### config.mk
export PLATFORM = sky130hd
export DESIGN_NAME = sectMmu
export DESIGN_NICKNAME = d
export VERILOG_FILES = /design/src/rtl/mmuPkg.sv /design/src/rtl/mmuTlb.sv /design/src/rtl/mmuCtrl.sv /design/src/rtl/mmuDatapath.sv /design/src/rtl/sectMmu.sv
export SDC_FILE = /design/constraint.sdc
export NUM_CORES = 1
export LEC_CHECK = 0
export ABC_AREA = 0
export CORE_MARGIN = 2
export CORE_UTILIZATION = 55
export DETAILED_ROUTE_END_ITERATION = 7
export GPL_TIMING_DRIVEN = 0
export PLACE_DENSITY_LB_ADDON = 0.25
export SYNTH_ARGS = -nofsm -noshare
export SYNTH_HDL_FRONTEND = slang
export SYNTH_SLANG_ARGS = --single-unit
### constraint.sdc
create_clock -name clk -period 3.6 [get_ports clk]
set_clock_uncertainty 0.15 [all_clocks]
set_input_delay 0.72 -clock clk [delete_from_list [all_inputs] [get_ports clk]]
set_output_delay 0.72 -clock clk [all_outputs]
set_load 0.05 [all_outputs]
### src/rtl/mmuPkg.sv
package mmuPkg;
  localparam int VA_W     = 32;
  localparam int SECT_W   = 20;
  localparam int TAG_W    = VA_W - SECT_W;
  localparam int DOM_W    = 4;
  localparam int NUM_DOM  = 1 << DOM_W;
  localparam int DACR_W   = 2 * NUM_DOM;

  localparam logic [3:0] FS_DOMAIN = 4'h9;
  localparam logic [3:0] FS_XLATE  = 4'h5;
  localparam logic [1:0] DESC_SECTION = 2'b10;

  typedef struct packed {
    logic             valid;
    logic [TAG_W-1:0] vTag;
    logic [TAG_W-1:0] pTag;
    logic [DOM_W-1:0] dom;
    logic             cach;
    logic             buff;
  } tlbEntry_t;

  typedef struct packed {
    logic accept;
    logic finishDirect;
    logic finishWalk;
  } ctlStrobe_t;

  typedef enum logic {ST_IDLE, ST_WALK} walkState_t;

  function automatic logic domainPasses(input logic [1:0] code);
    return code[0];
  endfunction
endpackage

### src/rtl/mmuTlb.sv
module mmuTlb
  import mmuPkg::*;
#(
  parameter int ENTRIES = 8
) (
  input  logic             clk,
  input  logic             rstN,
  input  logic [TAG_W-1:0] lookupTag,
  input  logic             flush,
  input  logic             fillEn,
  input  tlbEntry_t        fillEntry,
  output logic             hit,
  output tlbEntry_t        hitEntry
);
  localparam int PTR_W = (ENTRIES > 1) ? $clog2(ENTRIES) : 1;

  tlbEntry_t entries [ENTRIES];
  logic [ENTRIES-1:0] hitVec;
  logic [ENTRIES-1:0] validVec;
  logic [PTR_W-1:0] ptr;

  for (genvar g = 0; g < ENTRIES; g++) begin : gMatch
    assign validVec[g] = entries[g].valid;
    assign hitVec[g]   = entries[g].valid && (entries[g].vTag == lookupTag);
  end

  always_comb begin
    hitEntry = '0;
    for (int i = 0; i < ENTRIES; i++) begin
      if (hitVec[i]) hitEntry = hitEntry | entries[i];
    end
  end

  // a flush in the same cycle hides every entry from the lookup
  assign hit = (|hitVec) && !flush;

  always_ff @(posedge clk or negedge rstN) begin
    if (!rstN) begin
      for (int i = 0; i < ENTRIES; i++) entries[i] <= '0;
      ptr <= '0;
    end else if (flush) begin
      for (int i = 0; i < ENTRIES; i++) entries[i].valid <= 1'b0;
    end else if (fillEn) begin
      entries[ptr] <= fillEntry;
      ptr <= (ptr == PTR_W'(ENTRIES - 1)) ? '0 : ptr + 1'b1;
    end
  end

  a_r11_single_match: assert property (@(posedge clk) disable iff (!rstN)
    $onehot0(hitVec));

  a_r12_flush_clears: assert property (@(posedge clk) disable iff (!rstN)
    flush |=> (validVec == '0));
endmodule

### src/rtl/mmuCtrl.sv
module mmuCtrl
  import mmuPkg::*;
(
  input  logic       clk,
  input  logic       rstN,
  input  logic       reqValid,
  input  logic       ctlEnable,
  input  logic       tlbHit,
  input  logic       memRspValid,
  output logic       reqReady,
  output logic       memReqValid,
  output ctlStrobe_t strobe
);
  walkState_t state, stateNext;

  always_comb begin
    stateNext   = state;
    strobe      = '0;
    reqReady    = 1'b0;
    memReqValid = 1'b0;
    unique case (state)
      ST_IDLE: begin
        reqReady = 1'b1;
        if (reqValid) begin
          strobe.accept = 1'b1;
          if (!ctlEnable || tlbHit) strobe.finishDirect = 1'b1;
          else                      stateNext = ST_WALK;
        end
      end
      ST_WALK: begin
        memReqValid = 1'b1;
        if (memRspValid) begin
          strobe.finishWalk = 1'b1;
          stateNext = ST_IDLE;
        end
      end
      default: stateNext = ST_IDLE;
    endcase
  end

  always_ff @(posedge clk or negedge rstN) begin
    if (!rstN) state <= ST_IDLE;
    else       state <= stateNext;
  end

  a_r3_read_held: assert property (@(posedge clk) disable iff (!rstN)
    (memReqValid && !memRspValid) |=> memReqValid);

  a_r3_walk_follows_miss: assert property (@(posedge clk) disable iff (!rstN)
    (reqValid && reqReady && ctlEnable && !tlbHit) |=> memReqValid);
endmodule

### src/rtl/mmuDatapath.sv
module mmuDatapath
  import mmuPkg::*;
(
  input  logic              clk,
  input  logic              rstN,
  input  ctlStrobe_t        strobe,
  input  logic [VA_W-1:0]   reqVa,
  input  logic              reqWrite,
  input  logic              ctlEnable,
  input  logic [DACR_W-1:0] ctlDomains,
  input  logic [VA_W-1:0]   ctlBase,
  input  logic [VA_W-1:0]   memRdata,
  input  tlbEntry_t         hitEntry,
  output logic [VA_W-1:0]   memAddr,
  output logic              fillEn,
  output tlbEntry_t         fillEntry,
  output logic              rspValid,
  output logic [VA_W-1:0]   rspPa,
  output logic              rspCacheable,
  output logic              rspBufferable,
  output logic              rspAbort,
  output logic [7:0]        faultStatus,
  output logic [VA_W-1:0]   faultAddr,
  output logic              faultWrite
);
  logic [VA_W-1:0] vaQ;
  logic            writeQ;

  logic [DOM_W-1:0] descDom;
  logic [1:0]       descCode;
  logic             descSection;
  logic             descPass;
  logic [1:0]       hitCode;
  logic             unusedDescBits;

  logic            resAbort, resC, resB, resWrite, finishAny;
  logic [VA_W-1:0] resPa, resVa;
  logic [7:0]      resStatus;

  assign memAddr = ctlBase | {{(VA_W-TAG_W-2){1'b0}}, vaQ[VA_W-1 -: TAG_W], 2'b00};

  assign descDom     = memRdata[8:5];
  assign descCode    = ctlDomains[{descDom, 1'b0} +: 2];
  assign descSection = (memRdata[1:0] == DESC_SECTION);
  assign descPass    = domainPasses(descCode);
  assign hitCode     = ctlDomains[{hitEntry.dom, 1'b0} +: 2];
  assign unusedDescBits = ^{memRdata[SECT_W-1:9], memRdata[4], hitEntry.valid, hitEntry.vTag};

  assign fillEn = strobe.finishWalk && descSection && descPass;
  always_comb begin
    fillEntry       = '0;
    fillEntry.valid = 1'b1;
    fillEntry.vTag  = vaQ[VA_W-1 -: TAG_W];
    fillEntry.pTag  = memRdata[VA_W-1 -: TAG_W];
    fillEntry.dom   = descDom;
    fillEntry.cach  = memRdata[3];
    fillEntry.buff  = memRdata[2];
  end

  assign finishAny = strobe.finishDirect || strobe.finishWalk;

  always_comb begin
    resAbort  = 1'b0;
    resPa     = '0;
    resC      = 1'b0;
    resB      = 1'b0;
    resStatus = '0;
    if (strobe.finishWalk) begin
      resVa    = vaQ;
      resWrite = writeQ;
      if (!descSection) begin
        resAbort  = 1'b1;
        resStatus = {4'h0, FS_XLATE};
      end else if (!descPass) begin
        resAbort  = 1'b1;
        resStatus = {descDom, FS_DOMAIN};
      end else begin
        resPa = {memRdata[VA_W-1 -: TAG_W], vaQ[SECT_W-1:0]};
        resC  = memRdata[3];
        resB  = memRdata[2];
      end
    end else begin
      resVa    = reqVa;
      resWrite = reqWrite;
      if (!ctlEnable) begin
        resPa = reqVa;
      end else if (!domainPasses(hitCode)) begin
        resAbort  = 1'b1;
        resStatus = {hitEntry.dom, FS_DOMAIN};
      end else begin
        resPa = {hitEntry.pTag, reqVa[SECT_W-1:0]};
        resC  = hitEntry.cach;
        resB  = hitEntry.buff;
      end
    end
  end

  always_ff @(posedge clk or negedge rstN) begin
    if (!rstN) begin
      vaQ           <= '0;
      writeQ        <= 1'b0;
      rspValid      <= 1'b0;
      rspPa         <= '0;
      rspCacheable  <= 1'b0;
      rspBufferable <= 1'b0;
      rspAbort      <= 1'b0;
      faultStatus   <= '0;
      faultAddr     <= '0;
      faultWrite    <= 1'b0;
    end else begin
      rspValid <= finishAny;
      if (strobe.accept) begin
        vaQ    <= reqVa;
        writeQ <= reqWrite;
      end
      if (finishAny) begin
        rspPa         <= resPa;
        rspCacheable  <= resC;
        rspBufferable <= resB;
        rspAbort      <= resAbort;
        if (resAbort) begin
          faultStatus <= resStatus;
          faultAddr   <= resVa;
          faultWrite  <= resWrite;
        end
      end
    end
  end

  a_r4_offset_kept: assert property (@(posedge clk) disable iff (!rstN)
    (rspValid && !rspAbort) |-> (rspPa[SECT_W-1:0] == vaQ[SECT_W-1:0]));

  a_r8_abort_clean: assert property (@(posedge clk) disable iff (!rstN)
    (rspValid && rspAbort) |-> (rspPa == '0 && !rspCacheable && !rspBufferable));

  a_r7_fault_addr: assert property (@(posedge clk) disable iff (!rstN)
    (rspValid && rspAbort) |-> (faultAddr == vaQ));

  a_r6_fault_code: assert property (@(posedge clk) disable iff (!rstN)
    (rspValid && rspAbort) |-> (faultStatus[3:0] == FS_XLATE || faultStatus[3:0] == FS_DOMAIN));

  a_r2_identity: assert property (@(posedge clk) disable iff (!rstN)
    $past(strobe.finishDirect && !ctlEnable) |-> (rspPa == vaQ && !rspAbort));
endmodule

### src/rtl/sectMmu.sv
module sectMmu
  import mmuPkg::*;
#(
  parameter int TLB_ENTRIES = 8
) (
  input  logic        clk,
  input  logic        rstN,
  input  logic        reqValid,
  output logic        reqReady,
  input  logic [31:0] reqVa,
  input  logic        reqWrite,
  output logic        rspValid,
  output logic [31:0] rspPa,
  output logic        rspCacheable,
  output logic        rspBufferable,
  output logic        rspAbort,
  output logic        memReqValid,
  output logic [31:0] memAddr,
  input  logic        memRspValid,
  input  logic [31:0] memRdata,
  input  logic [31:0] ctlBase,
  input  logic [31:0] ctlDomains,
  input  logic        ctlEnable,
  input  logic        ctlTlbFlush,
  output logic [7:0]  faultStatus,
  output logic [31:0] faultAddr,
  output logic        faultWrite
);
  ctlStrobe_t strobe;
  logic       tlbHit;
  logic       fillEn;
  tlbEntry_t  hitEntry;
  tlbEntry_t  fillEntry;

  mmuCtrl uCtrl (
    .clk(clk), .rstN(rstN), .reqValid(reqValid), .ctlEnable(ctlEnable),
    .tlbHit(tlbHit), .memRspValid(memRspValid), .reqReady(reqReady),
    .memReqValid(memReqValid), .strobe(strobe)
  );

  mmuTlb #(.ENTRIES(TLB_ENTRIES)) uTlb (
    .clk(clk), .rstN(rstN), .lookupTag(reqVa[VA_W-1 -: TAG_W]),
    .flush(ctlTlbFlush), .fillEn(fillEn), .fillEntry(fillEntry),
    .hit(tlbHit), .hitEntry(hitEntry)
  );

  mmuDatapath uData (
    .clk(clk), .rstN(rstN), .strobe(strobe), .reqVa(reqVa), .reqWrite(reqWrite),
    .ctlEnable(ctlEnable), .ctlDomains(ctlDomains), .ctlBase(ctlBase),
    .memRdata(memRdata), .hitEntry(hitEntry), .memAddr(memAddr),
    .fillEn(fillEn), .fillEntry(fillEntry), .rspValid(rspValid), .rspPa(rspPa),
    .rspCacheable(rspCacheable), .rspBufferable(rspBufferable), .rspAbort(rspAbort),
    .faultStatus(faultStatus), .faultAddr(faultAddr), .faultWrite(faultWrite)
  );
endmodule

==> results of run 1 <==
-- final cells by class --
cell class              instances  area [um2]
flip-flops and latches        361        9034
inverters                      36       135.1
multi-input cells             805        7769
clock buffers                  59        1174
well taps                     396       495.5
plain buffers                 108       879.6
clock inverters                 6       58.81
fillers                      1909        8095
repair buffers                275        2869
-- critical path, stage by stage --
cell     delay [ns]
buf_2          0.13
buf_12         0.14
xnor2_4        0.18
nand2_1        0.08
or4bb_4        0.58
o32ai_4        0.26
or4b_4         0.30
mux2i_1        0.26
mux2i_2        0.11
mux2i_2        0.23
a22oi_2        0.16
o21ai_4        0.20
buf_12         0.15
buf_12         0.12
buf_16         0.12
mux2_4         0.30
-- sequential cells by signal, summed over array words and instances, names as in the netlist --
| name | count |
|---|---|
| uCtrl.state | 1 |
| uData.rspPa | 32 |
| uTlb.entries | 248 |
| uData.rspValid | 1 |
| uData.vaQ | 32 |
| uData.rspBufferable | 1 |
| uData.faultAddr | 32 |
| uTlb.ptr | 3 |
| uData.writeQ | 1 |
| uData.faultWrite | 1 |
| uData.faultStatus | 7 |
| uData.rspCacheable | 1 |
| uData.rspAbort | 1 |
-- stage by stage --
step / std cells / TNS (ns) / total power, W
floorplan: 1312 / -1.920 / 0.006355
global placement: 1902 / -5484.86 / 0.007299
detailed placement: 1905 / -470.44 / 0.007355
CTS: 2041 / -4.581 / 0.01137
global route: 2046 / -14.10 / 0.01182
finish: 2046 / -9.137 / 0.01147
-- what timing repair did --
item                       in CTS  in global routing
cloned                          8                  0
buffers inserted               65                  6
setup endpoints to repair     327                205
gates resized for setup       182                 71
pin swaps                      21                 31
hold endpoints to repair        0                  0
-- metal layers --
metal,up-vias,wire length (um),global-route usage [%]
met3,129,4536,7.030
li1,5370,-,-
met4,0,1888,12.98
met1,6492,20900,42.01
met5,-,0,0
met2,663,24540,49.46
-- final timing paths --
kind,start,endpoint,slack (ns),cells after the start
worst min-delay path,rstN,uData.faultStatus[0],0.10,1
worst max register to register,uTlb.entries[208],uData.faultAddr[0],-0.20,14
worst max-delay path,reqVa[21],uData.faultAddr[0],-0.20,16
worst min register to register,uData.faultStatus[0],uData.faultStatus[0],0.33,1
max in group asynchronous,rstN,uTlb.entries[106],2.23,2
min in group clk,uData.faultStatus[0],uData.faultStatus[0],0.33,1
-- cell usage in the layout (no fill, tap or decap), drive strengths merged, types with 13 or more instances in the layout --
cell type	n
clkdlybuf4s50	180
clkbuf	111
mux2i	15
nand4	22
or2	13
a22oi	69
dfrtp	361
a221oi	16
nand2	39
a22o	19
a21oi	14
inv	36
nand3	23
buf	145
a31oi	13
xnor2	63
mux2	325
o21ai	65
xor2	30
-- kinds of logic (layout without fill, tap and decap cells) --
group                    count (synthesis)  in the layout
multiplexers                           345            345
other                                    1              1
XOR/XNOR                                93             93
AND/OR/NAND/NOR                        152            152
flip-flops                             361            361
AO/OA/AOI/OAI                          212            212
buffers and inverters                  146            484
adder cells (fa/ha/maj)                  2              2
-- power by group through the flow --
stage	registers (W)	clock network (W)	logic (W)
2_1_floorplan	0.00543	0	0.000926
3_3_place_gp	0.00475	0	0.00254
3_5_place_dp	0.00476	0	0.00259
4_1_cts	0.00470	0.00391	0.00277
5_1_grt	0.00477	0.00409	0.00296
6_report	0.00473	0.00391	0.00283
==> qor.txt, run 1 <==
post-layout instance area: 22,410 um2
post-cts hold buffer count: 0
combinational power share: 24.7%
worst setup path category: input port to flip-flop
number of synthesized flops with an enable pin: 0
Clock transition at path regs: 0.06 ns
Post-DP Area: 19,610 um2
failing checks: negative setup slack
status: finished with violations
maximum vdd drop: 0.0003559 V
final setup fails: 63
Period minus WS final: 3.801 ns
Post-Syn Area per Cell: 12.96 um2
Final Hold Vio Count: 0
Top FF cell, synth: dfrtp_1
worst hold slack: 0.1030 ns
CP Capture Type: flip-flop
Worst Setup Slack, final: -0.2008 ns
worst skew pair latency: 0.53 ns
clock share of power: 34.1%
slew margin rel.: 33.69%
die area: 32,330 um2
Initial Utilization: 55.71%
antenna cells: 0
Pwr Density: 511.7 nW/um2
Cell Area, Synth: 17,000 um2
Detailed Place HPWL: 31,730 um
Layout Nets: 1,763
Cells after Synth: 1,312
Sink Count: 361
vias in the first global route: 13,026
Pleak: 10.36 nW
Simple-Gate Fraction of Synth Area: 5.381%
top-level I/O count: 246
Hold WC Path Type: input port to asynchronous set/reset pin
CTS tree: yes
Pre-antenna DRT Iters: 8
vias per std cell: 6.185
Seq/Total Area, Yosys: 53.15%
row cnt: 64
GRT overflow: 0
fraction of registers with async set/reset: 100.0%
Clock Path Buffers: 3
initial antenna violation count: 0
Cell Int Power: 0.007921 W
adder-cell share of the synthesized area: 0.1472%
Critical Path AT: 4.06 ns
leading area contributor after synthesis: dfrtp_1
Slew @ Worst Pin: 0.9946 ns
Placer Congestion: 0.8890
total track usage: 31.29%
most frequent cell after synthesis: dfrtp_1
Routed Antenna Nets: 0
DR WL/cell: 25.35 um
drt total wl: 51,870 um
Remaining DRCs: 0
largest family of logic cells by synthesized area: multiplexers
Req. time, crit path: 3.86 ns
Synth Area in Compound Gates: 8.568%
Sw Ratio: 30.94%
pin count of the biggest net entering global routing: 108
YS warnings: 0
Die H: 179.8 um
floorplan core area: 30,510 um2
vias after detailed routing: 12,654
input/output buffers: 194
largest cells by area after synthesis: dfrtp_1 53%, mux2_2 19%, xnor2_1 3.2%
Max-Cap Viols: 0
RSZ-0062 raised after global routing: true
#FFs+latches synth: 361
CP Launch Type: input port
area delta synth->final: 31.87%
Critical Path Fanout Max: 8
XOR/XNOR share of the synthesized area: 4.792%
DIE WIDTH: 179.8 um
1st-iter DRT viols: 1,201
Sequential Power Share: 41.2%
mux cell area share after synthesis: 23.87%
syn_nets: 1,449
H-Tree Depth: 2
post-synth cell types: 61
Final Max Tran Viols: 0
global-route wire length before repair: 77,940 um
synth cell count leaders: 361 x dfrtp_1, 289 x mux2_2, 68 x a22oi_1
post-synth top area share: 53.15%
pre-CTS setup slack: -2.053 ns
clock root buffer: clkbuf_16
Switch Pwr: 0.003548 W
ratio of cells with drive above 1 in the final layout: 38.55%
final core utilization: 73.47%
CTS Buf Count: 39
Max Clk Rate: 263.1 MHz
final worst-path cycle share: 105.6%
Note: power is estimated with default switching activity, not from simulation.
==> inputs of run 2 (changes only) <==
Clock period 3.6 ns to 4.36 ns, I/O delays scaled along.
==> run 2 against run 1 <==
  * The run now ends clean
  * Via count shrank 2.9%
  * Core utilization is 3.3 points lower
  * Die area stayed put
  * Clock-buffer cell count fell by 7
  * Clock power shrank 19%
  * Register-to-register slack gained 0.75 ns
  * Sequential power fell by 18%
  * First-iteration DRC count decreased by 8.9%
  * Final area fell by 4.4%
  * Cell count fell by 1.9%
  * Non-clock buffer count is 36 lower
  * Worst setup slack better by 0.29 ns
  * Highest routed layer unchanged
==> qor.txt, run 2 (synthesized netlist as in run 1, its figures left out) <==
Initial Utilization: 55.71%
pin count of the biggest net entering global routing: 109
Req. time, crit path: 4.62 ns
Clock transition at path regs: 0.06 ns
Max Clk Rate: 233.9 MHz
largest reg by FF count: uTlb.entries
Max-Cap Viols: 0
Critical Path Fanout Max: 10
input/output buffers: 194
GRT overflow: 0
worst skew pair latency: 0.53 ns
vias in the first global route: 12,316
total track usage: 29.67%
Worst Setup Slack, final: 0.08537 ns
vias after detailed routing: 12,284
Pre-antenna DRT Iters: 5
vias per std cell: 6.118
maximum vdd drop: 0.0002871 V
floorplan core area: 30,510 um2
CP Launch Type: input port
placed insts: 1,906
Period minus WS final: 4.275 ns
Critical Path AT: 4.53 ns
Switch Pwr: 0.002862 W
global-route wire length before repair: 73,860 um
combinational power share: 23.8%
die area: 32,330 um2
status: complete, no violations
top-level I/O count: 246
Pwr Density: 431.3 nW/um2
pre-CTS setup slack: -1.536 ns
Placer Congestion: 0.9146
Sequential Power Share: 42.0%
number of fill cells in the layout: 2,172
Detailed Place HPWL: 31,970 um
drt total wl: 48,740 um
Pleak: 9.956 nW
Layout Nets: 1,726
Sink Count: 361
Final Max Tran Viols: 0
initial antenna violation count: 0
slew margin rel.: 37.67%
Remaining DRCs: 0
ratio of cells with drive above 1 in the final layout: 33.40%
area delta synth->final: 26.02%
row cnt: 64
1st-iter DRT viols: 1,094
CP Capture Type: flip-flop
H-Tree Depth: 2
worst setup path category: input port to flip-flop
Final Hold Vio Count: 0
most frequent cells in the layout: 361 x dfrtp_1, 289 x mux2_2, 186 x clkdlybuf4s50_1
DR WL/cell: 24.27 um
final worst-path cycle share: 98.04%
most common cell after layout, fill and taps aside: dfrtp_1
Slew @ Worst Pin: 0.9350 ns
Sw Ratio: 30.98%
Routed Antenna Nets: 0
CTS Buf Count: 38
clock root buffer: clkbuf_16
Layout Cells excl Fill: 2,008
worst hold slack: 0.1505 ns
Hold WC Path Type: input port to asynchronous set/reset pin
DIE WIDTH: 179.8 um
Die H: 179.8 um
CTS tree: yes
Clock Path Buffers: 3
max reg flops: 248
clock share of power: 34.3%
Cell Int Power: 0.006376 W
final setup fails: 0
==> run 2: cell types whose count changed in the layout (fill, tap and decap cells not counted), moves of 6 or more <==
cell,change
buf_4,-25
xnor2_1,+10
buf_12,-9
dlymetal6s2s_1,+7
xnor2_2,-7
buf_1,+6
buf_8,-6
clkbuf_16,-6
clkdlybuf4s50_1,+6
o21ai_0,+6
o21ai_2,-6
==> run 2: power groups by stage <==
stage	clock (W)	sequential, W	combinational (W)
detailed placement	0	0.00393	0.00214
CTS	0.00319	0.00387	0.00218
global route	0.00334	0.00391	0.00229
finish	0.00316	0.00388	0.00219
global placement	0	0.00392	0.00210
floorplan	0	0.00448	0.000758
==> run 2: worst paths after layout <==
kind / startpoint / end / cells past startpoint / slack [ns]
max: memRdata[5] / uTlb.entries[175] / 9 / 0.09
max reg2reg: uTlb.entries[176] / uData.faultAddr[4] / 13 / 0.55
min reg2reg: uData.faultStatus[0] / uData.faultStatus[0] / 1 / 0.32
min in group clk: uData.faultStatus[0] / uData.faultStatus[0] / 1 / 0.32
max in group asynchronous: rstN / uTlb.entries[221] / 2 / 2.95
min: rstN / uData.faultAddr[23] / 1 / 0.15
==> run 2: timing repair <==
item                       in CTS  in global routing
hold endpoints to repair        0                  0
setup endpoints to repair     283                138
hold buffers                    0                  0
gates resized for setup        50                 47
buffers inserted               38                  3
pin swaps                      10                  6
==> run 2: area by class of cell <==
| type | instances | area [um2] | area share, % |
|---|---|---|---|
| Timing Repair Buffer | 239 | 2407 | 11.24 |
| Multi-Input combinational cell | 805 | 7462 | 34.84 |
| Tap cell | 396 | 495.5 | 2.313 |
| Buffer | 108 | 691.9 | 3.230 |
| Clock inverter | 10 | 118.9 | 0.5549 |
| Clock buffer | 52 | 1074 | 5.012 |
| Inverter | 36 | 135.1 | 0.6308 |
| Sequential cell | 361 | 9034 | 42.17 |
| Antenna cell | 1 | 2.502 | 0.01168 |
==> run 2: critical path, cell delays in order <==
cell	delay [ns]
clkdlybuf4s50_1	0.59
buf_2	0.34
mux4_2	0.55
mux4_2	0.54
and3b_1	0.25
clkbuf_1	0.37
nand3_1	0.28
buf_2	0.36
mux2_2	0.39
==> run 2: metal layers <==
layer  global-route usage, %  up-vias  part of all wire (%)
li1                        -     5292                     -
met1                   41.40     6288                    42
met2                   47.59      583                    47
met3                   4.781      121                   7.7
met4                   10.08        0                   3.2
met5                       0        -                     0
==> run 2: metrics by stage <==
stage / TNS [ns] / cell area, um2 / power (W) / util, %
finish: 0 / 21420 / 0.009238 / 70.21
global route: -0.002942 / 21420 / 0.009543 / 70.20
CTS: 0 / 21240 / 0.009250 / 69.61
detailed placement: -284.84 / 19550 / 0.006072 / 64.08
global placement: -5057.38 / 19430 / 0.006024 / 63.70
floorplan: 0 / 17000 / 0.005241 / -
==> inputs of run 3 (changes only) <==
Settings changed: CELL_PAD_IN_SITES_DETAIL_PLACEMENT set to 0, CELL_PAD_IN_SITES_GLOBAL_PLACEMENT set to 1, CORE_UTILIZATION 55 to 45.
==> run 3 against run 2 <==
  * Worst hold slack got worse by 0.055 ns
  * Final area grew 0.49%
  * Clock power rose by 3%
  * Largest power group unchanged
  * Critical path type unchanged
  * Largest cell class unchanged
==> qor.txt, run 3 (synthesized netlist as in run 1, its figures left out) <==
Hold WC Path Type: input port to asynchronous set/reset pin
H-Tree Depth: 2
Critical Path Fanout Max: 10
most frequent cells in the layout: 361 x dfrtp_1, 289 x mux2_2, 187 x clkdlybuf4s50_1
Die H: 198.4 um
post-layout instance area: 21,530 um2
maximum vdd drop: 0.0002872 V
Power Total: 0.009326 W
vias per std cell: 5.626
ratio of cells with drive above 1 in the final layout: 32.65%
antenna cells: 0
final worst-path cycle share: 98.62%
Layout Nets: 1,716
Final Max Tran Viols: 0
Pre-antenna DRT Iters: 5
initial antenna violation count: 0
Critical Path AT: 4.57 ns
Pleak: 9.897 nW
worst setup path category: input port to flip-flop
Pwr Density: 433.3 nW/um2
max reg flops: 248
Remaining DRCs: 0
input/output buffers: 194
Detailed Place HPWL: 33,280 um
Max Clk Rate: 232.6 MHz
CTS Buf Count: 40
pin count of the biggest net entering global routing: 122
CP Launch Type: input port
DR WL/cell: 23.70 um
worst hold slack: 0.09590 ns
number of fill cells in the layout: 3,084
Sequential Power Share: 41.6%
clock share of power: 35.0%
vias in the first global route: 12,143
Period minus WS final: 4.300 ns
pre-CTS setup slack: -1.599 ns
Worst Setup Slack, final: 0.06011 ns
DIE WIDTH: 198.4 um
floorplan core area: 37,400 um2
area of the multi-input gates: 7427 um2
status: complete, no violations
combinational power share: 23.4%
total track usage: 25.95%
CTS tree: yes
Placer Congestion: 0.8546
Final Hold Vio Count: 0
Clock transition at path regs: 0.06 ns
Post-DP Area: 19,700 um2
Cell Int Power: 0.006431 W
Switch Pwr: 0.002895 W
Slew @ Worst Pin: 0.9370 ns
area delta synth->final: 26.64%
drt total wl: 50,230 um
die area: 39,340 um2
global-route wire length before repair: 76,180 um
area occupied by registers: 9034 um2
Initial Utilization: 45.45%
row cnt: 71
Routed Antenna Nets: 0
Sink Count: 361
Sw Ratio: 31.04%
final setup fails: 0
Clock Path Buffers: 3
vias after detailed routing: 11,922
largest reg by FF count: uTlb.entries
CP Capture Type: flip-flop
most common cell after layout, fill and taps aside: dfrtp_1
1st-iter DRT viols: 724
worst skew pair latency: 0.55 ns
Max-Cap Viols: 0
top-level I/O count: 246
clock root buffer: clkbuf_16
GRT overflow: 0
slew margin rel.: 37.53%
Req. time, crit path: 4.63 ns
[run 3: cell types whose count changed in the layout (fill, tap and decap cells not counted), sizes merged]
cell / delta
bufinv: -1
clkinvlp: +1
clkdlybuf4s15: +1
dlymetal6s2s: -5
dlygate4sd2: +4
diode: -1
clkbuf: +6
inv: +1
clkdlybuf4s50: +1
buf: -11
[run 3: power groups by stage]
stage	Combinational, W	Clock, W	Sequential [W]
4_1_cts	0.00218	0.00333	0.00387
6_report	0.00218	0.00327	0.00388
2_1_floorplan	0.000758	0	0.00448
3_5_place_dp	0.00215	0	0.00393
5_1_grt	0.00230	0.00345	0.00392
3_3_place_gp	0.00212	0	0.00393
[run 3: layout make-up]
class	count	area share (%)
clock inverter	11	0.4359
sequential	361	41.97
buffer	108	3.336
clock buffer	60	5.377
timing repair buffer	227	10.78
inverter	36	0.6278
tap	511	2.970
multi-input combinational	805	34.50
[run 3: stage by stage]
| step | TNS [ns] | util, % | std cells |
|---|---|---|---|
| after global routing | -0.006195 | 57.56 | 2119 |
| after global placement | -5231.05 | 52.35 | 2017 |
| after floorplan | 0 | - | 1312 |
| final | 0 | 57.56 | 2119 |
| after CTS | 0 | 57.19 | 2119 |
| after detailed placement | -302.90 | 52.66 | 2021 |
[run 3: critical path, stage by stage]
cell	delay (ns)
clkdlybuf4s50_1	0.59
clkbuf_2	0.35
mux4_2	0.55
mux4_2	0.53
and3b_1	0.25
nand4_1	0.30
clkdlybuf4s15_1	0.70
mux2_2	0.40
[run 3: repair_timing]
action / in CTS / in global routing
setup buffers: 28 / 1
pin swaps: 12 / 4
resized for setup: 63 / 38
hold buffers: 0 / 0
setup endpoints to repair: 283 / 138
[run 3: metal layers]
layer	global-route usage [%]	vias up	wire length (um)
met3	3.679	74	2895
met5	0	-	0
met1	37.11	6184	23010
met2	41.03	362	23000
li1	-	5302	-
met4	7.853	0	1324
[run 3: worst paths after layout]
kind,from,endpoint,slack [ns],cells after the start
min,rstN,uData.faultStatus[0],0.1,1
max in group asynchronous,rstN,uTlb.entries[4],2.64,3
min in group clk,uData.faultStatus[0],uData.faultStatus[0],0.32,1
max,memRdata[5],uTlb.entries[39],0.06,8
max reg2reg,uTlb.entries[215],uData.faultAddr[29],0.58,13
min reg2reg,uData.faultStatus[0],uData.faultStatus[0],0.32,1
